===== config.mk =====
export PLATFORM = sky130hd
export DESIGN_NAME = pflash_guard
export DESIGN_NICKNAME = d
export VERILOG_FILES = /design/src/rtl/pflash_guard_pkg.sv /design/src/rtl/pg_cfg_reg.sv /design/src/rtl/pg_window_decode.sv /design/src/rtl/pg_access_judge.sv /design/src/rtl/pflash_guard.sv
export SDC_FILE = /design/constraint.sdc
export NUM_CORES = 1
export LEC_CHECK = 0
export ABC_AREA = 1
export BUFFER_PORTS_ARGS = -buffer_cell sky130_fd_sc_hd__buf_2
export CAP_MARGIN = 10
export CORE_AREA = 2 2 48 50
export CTS_CLUSTER_DIAMETER = 80
export DETAILED_ROUTE_END_ITERATION = 7
export DIE_AREA = 0 0 50 52
export PLACE_DENSITY = 0.76
export REMOVE_ABC_BUFFERS = 1
export SLEW_MARGIN = 5
export SYNTH_ARGS = -nofsm -noshare
export SYNTH_HDL_FRONTEND = slang
export SYNTH_HIERARCHICAL = 1
export SYNTH_SLANG_ARGS = --single-unit

===== constraint.sdc =====
create_clock -name clk -period 1.2 [get_ports clk]
set_clock_uncertainty 0.2 [all_clocks]
set_input_delay 0.18 -clock clk [delete_from_list [all_inputs] [get_ports clk]]
set_output_delay 0.18 -clock clk [all_outputs]
set_load 0.02 [all_outputs]

===== src/rtl/pflash_guard_pkg.sv =====
package pflash_guard_pkg;

   localparam int CFG_W   = 8;
   localparam int EN_POS  = 7;
   localparam int DIS_POS = 5;
   localparam int SZ_HI   = 4;
   localparam int SZ_LO   = 3;
   localparam int SIZE_W  = SZ_HI - SZ_LO + 1;
   localparam int NCODES  = 1 << SIZE_W;

   typedef enum logic [1:0] {
      CMD_PROG  = 2'b00,
      CMD_SECT  = 2'b01,
      CMD_BLOCK = 2'b10,
      CMD_RSVD  = 2'b11
   } cmd_kind_e;

   typedef enum logic [1:0] {
      MODE_LOW_ONLY  = 2'b00,
      MODE_ALL       = 2'b01,
      MODE_HIGH_ONLY = 2'b10,
      MODE_OPEN      = 2'b11
   } prot_mode_e;

   typedef struct packed {
      logic ok;
      logic reject;
      logic foreign;
   } verdict_t;

   function automatic prot_mode_e mode_of(input logic en, input logic dis);
      return prot_mode_e'({en, dis});
   endfunction

endpackage


===== src/rtl/pg_cfg_reg.sv =====
module pg_cfg_reg
   import pflash_guard_pkg::*;
(
   input  logic             clk,
   input  logic             rst_n,
   input  logic [CFG_W-1:0] nv_cfg,
   input  logic             wr_en,
   input  logic             wr_en_bit,
   input  logic             wr_dis_bit,
   input  logic [SIZE_W-1:0] wr_size,
   output logic [CFG_W-1:0] cfg_q
);

   logic [CFG_W-1:0] cfg_nxt;

   always_comb begin
      cfg_nxt          = cfg_q;
      cfg_nxt[EN_POS]  = wr_en_bit;
      cfg_nxt[DIS_POS] = wr_dis_bit;
      if (cfg_q[DIS_POS]) begin
         cfg_nxt[SZ_HI:SZ_LO] = wr_size;
      end
   end

   always_ff @(posedge clk) begin
      if (!rst_n) begin
         cfg_q <= nv_cfg;
      end else if (wr_en) begin
         cfg_q <= cfg_nxt;
      end
   end

endmodule


===== src/rtl/pg_window_decode.sv =====
module pg_window_decode
   import pflash_guard_pkg::*;
#(
   parameter int                ADDR_W       = 18,
   parameter int                REGION_LOG2  = 14,
   parameter int                MIN_WIN_LOG2 = 11,
   parameter logic [ADDR_W-1:0] REGION_BASE  = 18'h3C000
)(
   input  logic [ADDR_W-1:MIN_WIN_LOG2] addr_hi,
   input  logic [SIZE_W-1:0]            size_code,
   output logic                         in_region,
   output logic                         in_window,
   output logic                         window_full
);

   localparam int TAG_W = ADDR_W - REGION_LOG2;
   localparam logic [TAG_W-1:0] REGION_TAG = REGION_BASE[ADDR_W-1:REGION_LOG2];

   logic [NCODES-1:0] code_hit;
   logic [NCODES-1:0] code_full;
   logic [REGION_LOG2-1:MIN_WIN_LOG2] offs;

   assign offs      = addr_hi[REGION_LOG2-1:MIN_WIN_LOG2];
   assign in_region = (addr_hi[ADDR_W-1:REGION_LOG2] == REGION_TAG);

   for (genvar c = 0; c < NCODES; c++) begin : g_code
      localparam int WL = MIN_WIN_LOG2 + c;
      if (WL >= REGION_LOG2) begin : g_whole
         assign code_hit[c]  = 1'b1;
         assign code_full[c] = 1'b1;
      end else begin : g_part
         assign code_hit[c]  = &offs[REGION_LOG2-1:WL];
         assign code_full[c] = 1'b0;
      end
   end

   assign in_window   = code_hit[size_code];
   assign window_full = code_full[size_code];

endmodule


===== src/rtl/pg_access_judge.sv =====
module pg_access_judge
   import pflash_guard_pkg::*;
(
   input  logic       clk,
   input  logic       rst_n,
   input  logic       req_valid,
   input  logic [1:0] req_kind,
   input  logic       in_region,
   input  logic       in_window,
   input  logic       window_full,
   input  logic       cfg_en,
   input  logic       cfg_dis,
   input  logic       viol_clr,
   output logic       rsp_valid,
   output verdict_t   rsp,
   output logic       viol_flag
);

   prot_mode_e mode;
   logic       addr_prot;
   logic       any_prot;
   logic       refuse;
   verdict_t   verdict_d;

   assign mode = mode_of(cfg_en, cfg_dis);

   always_comb begin
      unique case (mode)
         MODE_OPEN:      begin addr_prot = 1'b0;       any_prot = 1'b0;         end
         MODE_HIGH_ONLY: begin addr_prot = in_window;  any_prot = 1'b1;         end
         MODE_ALL:       begin addr_prot = 1'b1;       any_prot = 1'b1;         end
         default:        begin addr_prot = !in_window; any_prot = !window_full; end
      endcase
   end

   always_comb begin
      unique case (cmd_kind_e'(req_kind))
         CMD_BLOCK, CMD_RSVD: refuse = any_prot;
         default:             refuse = addr_prot;
      endcase
   end

   always_comb begin
      verdict_d.foreign = !in_region;
      verdict_d.reject  = in_region && refuse;
      verdict_d.ok      = in_region && !refuse;
   end

   always_ff @(posedge clk) begin
      if (!rst_n) begin
         rsp_valid <= 1'b0;
         rsp       <= '0;
         viol_flag <= 1'b0;
      end else begin
         rsp_valid <= req_valid;
         rsp       <= req_valid ? verdict_d : '0;
         if (req_valid && verdict_d.reject) begin
            viol_flag <= 1'b1;
         end else if (viol_clr) begin
            viol_flag <= 1'b0;
         end
      end
   end

endmodule


===== src/rtl/pflash_guard.sv =====
module pflash_guard
   import pflash_guard_pkg::*;
#(
   parameter int                ADDR_W       = 18,
   parameter int                REGION_LOG2  = 14,
   parameter int                MIN_WIN_LOG2 = 11,
   parameter logic [ADDR_W-1:0] REGION_BASE  = 18'h3C000
)(
   input  logic              clk,
   input  logic              rst_n,
   input  logic [7:0]        nv_cfg,
   input  logic              cfg_wr_en,
   input  logic [7:0]        cfg_wr_data,
   output logic [7:0]        cfg_rd_data,
   input  logic              viol_clr,
   input  logic              req_valid,
   input  logic [1:0]        req_kind,
   input  logic [ADDR_W-1:0] req_addr,
   output logic              rsp_valid,
   output logic              rsp_ok,
   output logic              rsp_reject,
   output logic              rsp_foreign,
   output logic              viol_flag
);

   localparam logic [REGION_LOG2-1:0] LOW_MASK = '1;

   if (ADDR_W <= REGION_LOG2) begin : g_bad_width
      $error("pflash_guard: ADDR_W must exceed REGION_LOG2");
   end
   if (MIN_WIN_LOG2 + NCODES - 1 > REGION_LOG2) begin : g_bad_window
      $error("pflash_guard: largest window exceeds the region");
   end
   if ((REGION_BASE[REGION_LOG2-1:0] & LOW_MASK) != '0) begin : g_bad_base
      $error("pflash_guard: REGION_BASE must be aligned to the region size");
   end

   logic [CFG_W-1:0] cfg_q;
   logic             in_region;
   logic             in_window;
   logic             window_full;
   verdict_t         rsp;

   pg_cfg_reg i_cfg (
      .clk        (clk),
      .rst_n      (rst_n),
      .nv_cfg     (nv_cfg),
      .wr_en      (cfg_wr_en),
      .wr_en_bit  (cfg_wr_data[EN_POS]),
      .wr_dis_bit (cfg_wr_data[DIS_POS]),
      .wr_size    (cfg_wr_data[SZ_HI:SZ_LO]),
      .cfg_q      (cfg_q)
   );

   pg_window_decode #(
      .ADDR_W       (ADDR_W),
      .REGION_LOG2  (REGION_LOG2),
      .MIN_WIN_LOG2 (MIN_WIN_LOG2),
      .REGION_BASE  (REGION_BASE)
   ) i_dec (
      .addr_hi     (req_addr[ADDR_W-1:MIN_WIN_LOG2]),
      .size_code   (cfg_q[SZ_HI:SZ_LO]),
      .in_region   (in_region),
      .in_window   (in_window),
      .window_full (window_full)
   );

   pg_access_judge i_judge (
      .clk         (clk),
      .rst_n       (rst_n),
      .req_valid   (req_valid),
      .req_kind    (req_kind),
      .in_region   (in_region),
      .in_window   (in_window),
      .window_full (window_full),
      .cfg_en      (cfg_q[EN_POS]),
      .cfg_dis     (cfg_q[DIS_POS]),
      .viol_clr    (viol_clr),
      .rsp_valid   (rsp_valid),
      .rsp         (rsp),
      .viol_flag   (viol_flag)
   );

   assign cfg_rd_data = cfg_q;
   assign rsp_ok      = rsp.ok;
   assign rsp_reject  = rsp.reject;
   assign rsp_foreign = rsp.foreign;

endmodule


# --- After elaboration in Yosys (flattened, before gate mapping) ---
# Cells that the tools add are included.
totals:
  output_inout_bits: 13
  register_bits: 13
  word_cells: 43
  input_bits: 41
classes:
  n_eq_ne: 8
  n_mux: 12
  n_lt_le_gt_ge: 1
  n_reduce_logical: 14
ops:
  columns: ["operator", "n"]
  rows:
  - ["8-bit 2-to-1 mux", 2]
  - ["2-bit equality test, second input constant", 4]
  - ["2-bit AND reduction", 3]
  - ["1-bit 2-to-1 mux", 5]
  - ["1-bit binary-select mux with 2-bit select", 2]
  - ["4-bit equality test, second input constant", 1]
  - ["1-bit zero test", 4]
  - ["2-bit by 1-bit != test with 1-bit output, second input constant", 2]
  - ["2-bit OR reduction", 2]
  - ["1-bit logical AND", 3]
  - ["2-bit by 3-bit less-than comparator with 1-bit output, second input constant", 1]
  - ["1-bit one-hot mux with 3 select lines", 1]
  - ["3-bit AND reduction", 1]
  - ["2-bit by 1-bit equality test with 1-bit output, second input constant", 1]
  - ["2-bit 2-to-1 mux", 1]
  - ["1-bit one-hot mux with 2 select lines", 1]
  - ["2-bit nonzero test", 1]

# --- Longest topological paths before layout ---
# Gate-level depths: netlist of run 1.
logic_depth:
  depth_word: 9
  mapped_depth: 10
  ltp_nobuf: 10

# --- Modules after synthesis ---
# Netlist of run 1, hierarchy kept.
by_module_without_submodules:
  columns: ["module", "n_inst", "seq_area_each_um2", "cells_per_inst", "area_each_um2"]
  rows:
  - ["pg_cfg_reg", 1, 240.2, 34, 345.3]
  - ["pg_access_judge", 1, 100.1, 31, 232.7]
  - ["pg_window_decode", 1, 0.0, 9, 42.5]

# --- Worst setup path after synthesis of run 1 ---
# No wires, ideal clock.
synth_path:
  path_type: "reg2reg"
  start: "register i_cfg.cfg_q[7]"
  end: "register i_judge.viol_flag"
  stages_incl_launch_ff: 7
  path_slack_ns: -0.301
  arrival_time_ns: 1.186
  t_required_ns: 0.885
  synth_period_minus_slack_ns: 1.501
  setup_time_ns: 0.115
  n_path_buf: 0
  path_cell_list: "edfxtp_1 > inv_1 > ha_1 > o21ai_0 > nand2_1 > nand3_1 > nand2_1"
synth_via:
  elab_chain_cells: 7
  elab_cells_between_ends: 11
  cone_classes: "eq/ne: 3; mux: 4; reduce/logical: 4"
synth_lines:
  columns: ["element", "line_no", "rtl"]
  rows:
  - ["start: declaration", "pg_cfg_reg.sv:11", "output logic [CFG_W-1:0] cfg_q"]
  - ["start signal: assignment", "pg_cfg_reg.sv:27", "cfg_q <= nv_cfg;"]
  - ["start signal: assignment", "pg_cfg_reg.sv:29", "cfg_q <= cfg_nxt;"]
  - ["2-bit equality test or 2-bit by 1-bit equality test with 1-bit output (tied branches)", "pg_access_judge.sv:28", "unique case (mode)"]
  - ["2-bit OR reduction (no source line)", null, null]
  - ["1-bit one-hot mux with 2 select lines", "pg_access_judge.sv:28", null]
  - ["1-bit 2-to-1 mux *", "pg_access_judge.sv:37", "unique case (cmd_kind_e'(req_kind))"]
  - ["1-bit logical AND *", "pg_access_judge.sv:45", "verdict_d.reject = in_region && refuse;"]
  - ["1-bit logical AND *", "pg_access_judge.sv:57", "if (req_valid && verdict_d.reject) begin"]
  - ["1-bit 2-to-1 mux or 2-bit nonzero test (tied branches)", null, null]
  - ["end signal: assignment", "pg_access_judge.sv:53", "viol_flag <= 1'b0;"]
  - ["end signal: assignment", "pg_access_judge.sv:58", "viol_flag <= 1'b1;"]
  - ["end signal: assignment", "pg_access_judge.sv:60", "viol_flag <= 1'b0;"]
  - ["end: declaration", "pg_access_judge.sv:16", "output logic viol_flag"]
# Every way passes the cells marked *; elsewhere a longest branch is shown, timed or not.
# A chain may end at the register's enable or synchronous reset.

# --- Final worst setup path of run 1 ---
layout_path:
  start: "register i_cfg.cfg_q[3]"
  end: "register i_judge.viol_flag"
layout_via:
  elab_chain_cells: 8
  elab_cells_between_ends: 13
  cone_classes: "mux: 8; reduce/logical: 5"
layout_lines:
  columns: ["element", "line_no", "rtl"]
  rows:
  - ["1-bit binary-select mux with 2-bit select *", "pg_window_decode.sv:38", "assign window_full = code_full[size_code];"]
  - ["1-bit 2-to-1 mux (implied by the code) *", "pg_window_decode.sv:38", null]
  - ["named net window_full", "pflash_guard.sv:41", "logic window_full;"]
  - ["1-bit zero test *", "pg_access_judge.sv:32", "default: begin addr_prot = !in_window; any_prot = !window_full; end"]
  - ["1-bit one-hot mux with 2 select lines *", "pg_access_judge.sv:28", null]
  - ["1-bit 2-to-1 mux *", "pg_access_judge.sv:37", null]
  - ["1-bit logical AND *", "pg_access_judge.sv:45", null]
  - ["1-bit logical AND *", "pg_access_judge.sv:57", null]
  - ["1-bit 2-to-1 mux or 2-bit nonzero test (tied branches)", null, null]
# Mark *: on every way through the listed nets, which the timed path passes. The rest lies on a longest branch. The select of a mux whose other input is x is not followed.

==> flow_summary.toml, run 1 <==
[worst_setup_path]
r2r_slack_ps = -200
critPathCaptureType = "flip-flop"
r2r_start = "i_cfg/cfg_q[3]$_DFFE_PP_"
r2r_cells = 9
crit_start = "i_cfg/cfg_q[3]$_DFFE_PP_"
r2r-end = "i_judge/viol_flag$_SDFFE_PN0P_"
crit_type = "flip-flop to flip-flop"
worst_setup_path_start_kind = "flip-flop"
arrival_ps = 1360
critPathRequiredTime_ps = 1160
cp_max_fo = 3

[timing]
hold_viol_final = 0
setup_violations = 7
timing.final.crit_share_pct = 116.7
fmax_mhz = 714.0
holdWs_ps = 9.395
tightest_slew_ps = 262.0
slew_viol_final = 0
min_period_ps = 1401
fin_ws_ps = -200.5
rsz0062_at_grt = "yes"
slew_headroom_pct = 82.51

[global_route]
antenna_found_initial = 0
grt_pass1_wl_um = 2380
grt_pass1_vias = 618
grt_max_degree = 9
overflow = 0
grt_usage_pct = 12.80

[detailed_routing]
wl_per_cell_um = 9.420
vias = 660
final_antenna_net_count = 0
viasPerCell = 4.074
first_pass_iters = 4
drt_iter0_drc = 5
routed_wl_um = 1526
drc = 0

[clock_tree]
path_clk_slew_ps = 80
cts_buffer_depth = 2
cts_sinks = 13
clock-root-buffer = "clkbuf_4"
numCtsBuffers = 3
tritoncts = "built"
insertion_delay_ps = 270
htree_levels = 1

[pwr]
p_comb_share_pct = 30.4
powerDensity_nw_per_um2 = 986.9
clock_power_share_pct = 23.3
swShare_pct = 27.65
p_leak_uw = 0.0005995
seq_power_share_pct = 46.4
p_switching_uw = 311.8
ir_drop_mv = 0.5744
intPower_uw = 815.7

[finish]
area_delta_synth_final_pct = 84.07
fin_nets = 179
multiInputGateArea_um2 = 266.5
layout-drive-gt1-share_pct = 46.27
final_util_pct = 54.25
nFillCells = 191
register_area_um2 = 340.3
n_antenna_cell = 0
final_area_um2 = 1142

[die]
die_h_um = 52
pin_count = 54
start_util_pct = 29.47
die_w_um = 50
core-area_um2 = 2106
rows = 17
dieArea_um2 = 2600

[outcome]
status = "finished, violations left"
failed_checks = "negative setup slack"

[synth]
synth_area_leaders = "edfxtp_1, nand2_1, dfxtp_1"
yosys.area.top_type = "edfxtp_1"
synth_top_area_share_pct = 38.71
synth_cells = 74
ys_types = 14
ys_warn_count = 6
seq_area_frac_synth_pct = 54.84
syn_area_um2 = 620.6
synth-seq-cells = 13
avgSynthCellArea_um2 = 8.386

[place]
dpl_worst_slack_ps = -188.2
io_buffers = 37
dpl-instance-area_um2 = 867.1
hpwl_um = 1075
gp_congestion = 0.7511

[min_path]
min_path_type = "input port to flip-flop"
hold_end = "i_judge/rsp[2]$_SDFF_PN0_"
hold_depth = 4
worstHoldStart = "req_kind[1]"

[job]
max-cap-violations = 0
## worst max-delay path by stage
stage,endpoint,depth (start not counted),slack (ps)
6_report,i_judge/viol_flag$_SDFFE_PN0P_,9,-200
5_1_grt,i_judge/viol_flag$_SDFFE_PN0P_,9,-260
3_3_place_gp,i_judge/viol_flag$_SDFFE_PN0P_,6,-190
3_5_place_dp,i_judge/viol_flag$_SDFFE_PN0P_,6,-190
4_1_cts,i_judge/viol_flag$_SDFFE_PN0P_,8,-180
2_1_floorplan,i_judge/viol_flag$_SDFFE_PN0P_,6,-300
## sequential cells by signal (all words and copies together) (netlist names)
register / cells
i_judge/viol_flag: 1
i_judge/rsp_valid: 1
i_cfg/cfg_q: 8
i_judge/rsp: 3
## per-layer routing
metal	wire length, um	up-vias	track usage, %
met5	0	-	0
met4	72	0	11.57
met3	69	8	2.299
met2	858	28	24.12
met1	525	282	11.53
li1	-	342	-
## timing repair
item | 4_1_cts | 5_1_grt
cloned | 0 | 0
endpoints found under the hold margin | 10 | 0
gates resized for setup | 14 | 16
pin swaps | 5 | 4
hold buffers | 13 | 0
setup endpoints to repair | 8 | 11
buffers inserted | 2 | 0
## layout make-up
| cell class | instances | share of cell area, % |
|---|---|---|
| Sequential cell | 13 | 29.79 |
| Tap cell | 28 | 3.067 |
| Inverter | 16 | 5.257 |
| Multi-Input combinational cell | 44 | 23.33 |
| Clock buffer | 4 | 2.300 |
| Timing Repair Buffer | 57 | 36.25 |
## power groups by stage
stage | Sequential [uW] | Clock, uW | Combinational (uW)
after CTS | 521 | 273 | 292
after global placement | 528 | 0 | 215
final | 523 | 262 | 342
after global routing | 527 | 301 | 371
after detailed placement | 529 | 0 | 223
after floorplan | 569 | 0 | 74.0
## cell usage after synthesis
| library cell | number |
|---|---|
| a21oi_1 | 2 |
| a21oi_2 | 1 |
| buf_6 | 1 |
| dfxtp_1 | 5 |
| edfxtp_1 | 8 |
| ha_1 | 3 |
| inv_1 | 14 |
| inv_2 | 2 |
| nand2_1 | 27 |
| nand3_1 | 1 |
| nand3b_1 | 1 |
| nor2_1 | 6 |
| nor2_2 | 1 |
| o21ai_0 | 2 |
## cell families (layout without fill, tap and decap cells)
group,Yosys count,in the layout,synth area share [%]
buffers and inverters,17,77,11.49
DFF,13,13,54.84
and+or+nand+nor,36,36,22.98
adders and majority gates,3,3,6.049
AOI/OAI and AO/OA,5,5,4.637
## layout by cell type (no fill, tap or decap), drive strengths merged
master,n
clkbuf,4
dfxtp,5
o21ai,2
buf,44
nand3b,1
inv,16
nand3,1
ha,3
dlygate4sd3,13
edfxtp,8
nand2,27
a21oi,3
nor2,7
## stage by stage
stage / instances / setup TNS (ps) / total power [uW]
3_3_place_gp: 143 / -477.6 / 742.8
4_1_cts: 162 / -989.7 / 1086
5_1_grt: 162 / -1474 / 1198
3_5_place_dp: 143 / -478.3 / 751.7
6_report: 162 / -1031 / 1127
2_1_floorplan: 73 / -828.5 / 643.3
## worst max-delay path: stages (launching register included)
cell      delay [ps]
edfxtp_1         390
nand2_1           80
inv_2             60
nor2_2            30
a21oi_2          140
inv_1             70
a21oi_2          130
nand2_2           70
nand3_2           60
nand2_1           50
(Power assumes the default switching activity.)
==> inputs of run 2 (changes only) <==
- CELL_PAD_IN_SITES_DETAIL_PLACEMENT: default -> 2
- CELL_PAD_IN_SITES_GLOBAL_PLACEMENT: default -> 2
- CORE_AREA: 2 2 48 50 -> 2 2 66 68
- DIE_AREA: 0 0 50 52 -> 0 0 68 70
- PLACE_DENSITY: 0.76 -> 0.72
==> run 2 against run 1 <==
Compared with the run above:
- the flow still finishes with violations (negative setup slack)
- sequential share of layout area increased by 2.3 points
- total power grew 8.5%
- first-iteration DRC count grew 60%
- design area shrank 7.2%
- wire length is 33% higher
- setup slack got worse by 19 ps
- via count decreased by 1.7%
- sequential cell count stayed put
- critical path depth stayed put
- non-clock buffer count decreased by 12
- sequential power barely moved
- critical path type unchanged
- critical endpoint unchanged
- highest routed layer unchanged
==> flow_summary.toml, run 2 (same netlist as run 1, synthesis figures left out) <==
[outcome]
status = "finished, violations left"
failed_checks = "negative setup slack"

[die]
start_util_pct = 14.98
rows = 24
pin_count = 54
die_h_um = 70
dieArea_um2 = 4760
die_w_um = 68
core-area_um2 = 4144

[finish]
layout-drive-gt1-share_pct = 51.64
register_area_um2 = 340.3
layout_commonest_cell = "buf_2"
final_cell_mix = "buf_2, nand2_1, inv_1"
nFillCells = 498
n_antenna_cell = 0
reg_top3 = "i_cfg/cfg_q: 8 flops, i_judge/rsp: 3 flops"
largest-register = "i_cfg/cfg_q"
area_delta_synth_final_pct = 70.77
final_area_um2 = 1060
largest_reg_flops = 8
multiInputGateArea_um2 = 267.8
fin_nets = 167

[detailed_routing]
drt_iter0_drc = 8
drc = 0
final_antenna_net_count = 0
viasPerCell = 3.730
wl_per_cell_um = 11.62
vias = 649
first_pass_iters = 4
routed_wl_um = 2022

[clock_tree]
insertion_delay_ps = 240
clock-root-buffer = "clkbuf_8"
tritoncts = "built"
cts_sinks = 13
htree_levels = 1
cts_buffer_depth = 2
numCtsBuffers = 3
path_clk_slew_ps = 60
post_cts_buffers = 0

[pwr]
p_leak_uw = 0.0005559
p_comb_share_pct = 24.9
intPower_uw = 878.6
powerDensity_nw_per_um2 = 1155
seq_power_share_pct = 42.8
ir_drop_mv = 0.2834
clock_power_share_pct = 32.2
p_switching_uw = 344.9
swShare_pct = 28.19

[worst_setup_path]
critPathRequiredTime_ps = 1140
cp_max_fo = 3
arrival_ps = 1360
crit_type = "flip-flop to flip-flop"
critPathCaptureType = "flip-flop"
cpPeakStageDelay_ps = 390
path_cells = "nand2_1, inv_2, nor2_2, a21oi_2, inv_1, a21oi_2, nand2_2, nand3_2, nand2_1"
r2r_slack_ps = -220
worst_setup_path_start_kind = "flip-flop"
crit_slowest_cell = "edfxtp_1"

[timing]
fin_ws_ps = -219.2
setup_violations = 7
tightest_slew_ps = 280.7
timing.final.crit_share_pct = 118.3
fmax_mhz = 704.6
rsz0062_at_grt = "yes"
slew_headroom_pct = 81.27
min_period_ps = 1419
slew_viol_final = 0
hold_viol_final = 0

[global_route]
grt_usage_pct = 9.522
overflow = 0
grt_max_degree = 9
grt_pass1_vias = 731
antenna_found_initial = 0
grt_pass1_wl_um = 3325

[place]
gp_congestion = 0.6354
dpl-instance-area_um2 = 904.6
hpwl_um = 1627
dpl_worst_slack_ps = -235.7
io_buffers = 37

[job]
max-cap-violations = 0

[min_path]
min_path_type = "input port to flip-flop"
==> run 2: per-layer routing <==
layer	wire, um	part of all wire (%)	vias up	GRT usage, %
li1	-	-	317	-
met1	701	35	312	9.510
met2	1187	59	16	17.58
met3	88	4.4	4	2.254
met4	45	2.2	0	4.667
met5	0	0	-	0
==> run 2: final timing paths <==
check | from | to | cells after the start
hold / removal | req_valid | i_judge/rsp[0]$_SDFF_PN0_ | 3
setup reg to reg | i_cfg/cfg_q[3]$_DFFE_PP_ | i_judge/viol_flag$_SDFFE_PN0P_ | 9
setup / recovery | i_cfg/cfg_q[3]$_DFFE_PP_ | i_judge/viol_flag$_SDFFE_PN0P_ | 9
hold reg to reg | i_judge/viol_flag$_SDFFE_PN0P_ | i_judge/viol_flag$_SDFFE_PN0P_ | 2
==> run 2: layout make-up <==
type	instances	share of cell area (%)
tap	52	6.139
timing repair buffer	45	26.45
inverter	16	5.667
clock buffer	3	3.896
clock inverter	1	0.4723
multi-input combinational	44	25.27
sequential	13	32.11
==> run 2: through the flow <==
stage | cells | hold slack [ps] | utilization, % | power, uW | setup TNS (ps)
after detailed placement | 168 | 224.0 | 21.83 | 767.3 | -652.1
after floorplan | 73 | 111.0 | - | 643.3 | -828.5
after global routing | 174 | 14.94 | 25.57 | 1303 | -1344
after global placement | 168 | 210.9 | 21.83 | 750.7 | -457.1
final | 174 | 4.770 | 25.57 | 1224 | -886.1
after CTS | 174 | 0.6595 | 25.33 | 1243 | -881.4
==> run 2: power by group through the flow <==
stage / clock (uW) / combinational (uW) / sequential [uW]
global route: 438 / 337 / 527
CTS: 419 / 301 / 523
global placement: 0 / 223 / 527
finish: 394 / 305 / 524
floorplan: 0 / 74.0 / 569
detailed placement: 0 / 238 / 530
==> run 2: critical path: cells and delay by family, from the launching register on <==
family / cells / cell delay [ps]
flip-flops: 1 / 390
buffers and inverters: 2 / 140
AO/OA/AOI/OAI: 2 / 260
AND/OR/NAND/NOR: 5 / 320
==> run 2: repair_timing <==
action / CTS / global route
endpoints found under the setup margin: 7 / 8
hold buffers: 2 / 0
pin swaps: 7 / 6
gates resized for setup: 23 / 3
hold endpoints to repair: 2 / 0
==> inputs of run 3 (changes only) <==
- RECOVER_POWER: default -> 25
==> run 3 against run 2 <==
Compared with the run above:
- the run still ends with negative setup slack left
- setup slack is essentially flat
- utilization decreased by 0.12 points
- design area shrank 0.47%
- sequential power hardly changed
- critical path depth unchanged
- register-to-register slack barely moved
- sequential cell count stayed put
- via count is the same
- clock power hardly changed
- hold slack about the same
- final cell count is the same
- non-clock buffer count unchanged
- critical path type unchanged
==> flow_summary.toml, run 3 (same netlist as run 1, synthesis figures left out) <==
[die]
rows = 24
die_w_um = 68
die_h_um = 70
pin_count = 54
core-area_um2 = 4144
dieArea_um2 = 4760
start_util_pct = 14.98

[timing]
rsz0062_at_grt = "yes"
setup_violations = 7
fmax_mhz = 704.6
timing.final.crit_share_pct = 118.3
slew_headroom_pct = 80.78
hold_viol_final = 0
min_period_ps = 1419
tightest_slew_ps = 288.3
fin_ws_ps = -219.2
slew_viol_final = 0

[detailed_routing]
drt_iter0_drc = 8
wl_per_cell_um = 11.61
final_antenna_net_count = 0
vias = 649
routed_wl_um = 2020
first_pass_iters = 4
viasPerCell = 3.730
drc = 0

[finish]
largest_reg_flops = 8
final_util_pct = 25.45
area_delta_synth_final_pct = 69.96
final_cell_mix = "buf_2, nand2_1, inv_1"
largest-register = "i_cfg/cfg_q"
layout-drive-gt1-share_pct = 50.00
n_antenna_cell = 0
fin_nets = 167
layout_commonest_cell = "buf_2"
reg_top3 = "i_cfg/cfg_q: 8 flops, i_judge/rsp: 3 flops"

[clock_tree]
numCtsBuffers = 3
cts_sinks = 13
tritoncts = "built"
post_cts_buffers = 0
htree_levels = 1
cts_buffer_depth = 2
clock-root-buffer = "clkbuf_8"
insertion_delay_ps = 240
path_clk_slew_ps = 60

[worst_setup_path]
arrival_ps = 1360
r2r_cells = 9
critPathRequiredTime_ps = 1140
critPathCaptureType = "flip-flop"
r2r_slack_ps = -220
r2r-end = "i_judge/viol_flag$_SDFFE_PN0P_"
crit_path_end = "i_judge/viol_flag$_SDFFE_PN0P_"
r2r_start = "i_cfg/cfg_q[3]$_DFFE_PP_"
worst_setup_path_start_kind = "flip-flop"
crit_start = "i_cfg/cfg_q[3]$_DFFE_PP_"
crit_type = "flip-flop to flip-flop"
cp_max_fo = 3

[place]
io_buffers = 37
gp_congestion = 0.6354
hpwl_um = 1627

[min_path]
hold_depth = 3
min_path_type = "input port to flip-flop"

[global_route]
grt_pass1_wl_um = 3325
top_usage_layer = "met2"
overflow = 0
antenna_found_initial = 0
met1_usage_pct = 9.510
grt_util_met2_pct = 17.58
grt_pass1_vias = 731
grt_max_degree = 9
grt_use_met3_pct = 2.254
grt_usage_pct = 9.522

[outcome]
failed_checks = "negative setup slack"
status = "finished, violations left"

[pwr]
p_leak_uw = 0.0005495
fin_total_pwr_uw = 1222
ir_drop_mv = 0.2835
powerDensity_nw_per_um2 = 1158

[job]
max-cap-violations = 0
## run 3: per-layer routing
layer,wire length [um],up-vias
li1,-,317
met1,698,312
met2,1187,16
met3,88,4
met4,45,0
met5,0,-
## run 3: power by group
group	total (uW)	internal, uW	switching [uW]
clock network	394	229	165
logic	303	139	164
registers	524	508	15.8
## run 3: worst min path at each step
stage | start | end | slack [ps]
after detailed placement | req_valid | i_judge/rsp_valid$_SDFF_PN0_ | 220
after floorplan | req_valid | i_judge/rsp_valid$_SDFF_PN0_ | 110
after global routing | req_valid | i_judge/rsp[0]$_SDFF_PN0_ | 10
final | req_valid | i_judge/rsp[0]$_SDFF_PN0_ | 5
after global placement | req_valid | i_judge/rsp_valid$_SDFF_PN0_ | 210
after CTS | req_valid | i_judge/rsp[0]$_SDFF_PN0_ | 0.7
## run 3: stage by stage
step	cells	hold slack [ps]	area (um^2)	worst slack (ps)	setup TNS [ps]
after floorplan	73	111.0	609.3	-300.6	-828.5
after global placement	168	210.9	904.6	-172.4	-457.1
after detailed placement	168	224.0	904.6	-235.7	-652.1
after CTS	174	0.6595	1050	-207.5	-881.4
after global routing	174	14.94	1055	-323.8	-1429
final	174	4.744	1055	-219.2	-887.1
## run 3: area by class of cell
class                      instances  area (um^2)
clock buffer                       3        41.29
clock inverter                     1        5.005
fill                             498         3089
inverter                          16        60.06
multi-input combinational         44        267.8
sequential                        13        340.3
tap                               52        65.06
timing repair buffer              45        275.3
## run 3: what timing repair did
action / CTS / global route
gates resized for setup: 23 / 3
setup endpoints to repair: 7 / 8
pin swaps: 7 / 6
hold buffers: 2 / 0
hold endpoints to repair: 2 / 0
## run 3: critical path: stages, from the launching register on
cell	delay (ps)
edfxtp_1	390
nand2_1	90
inv_2	70
nor2_2	30
a21oi_2	120
inv_1	70
a21oi_2	140
nand2_2	80
nand3_2	70
nand2_1	50
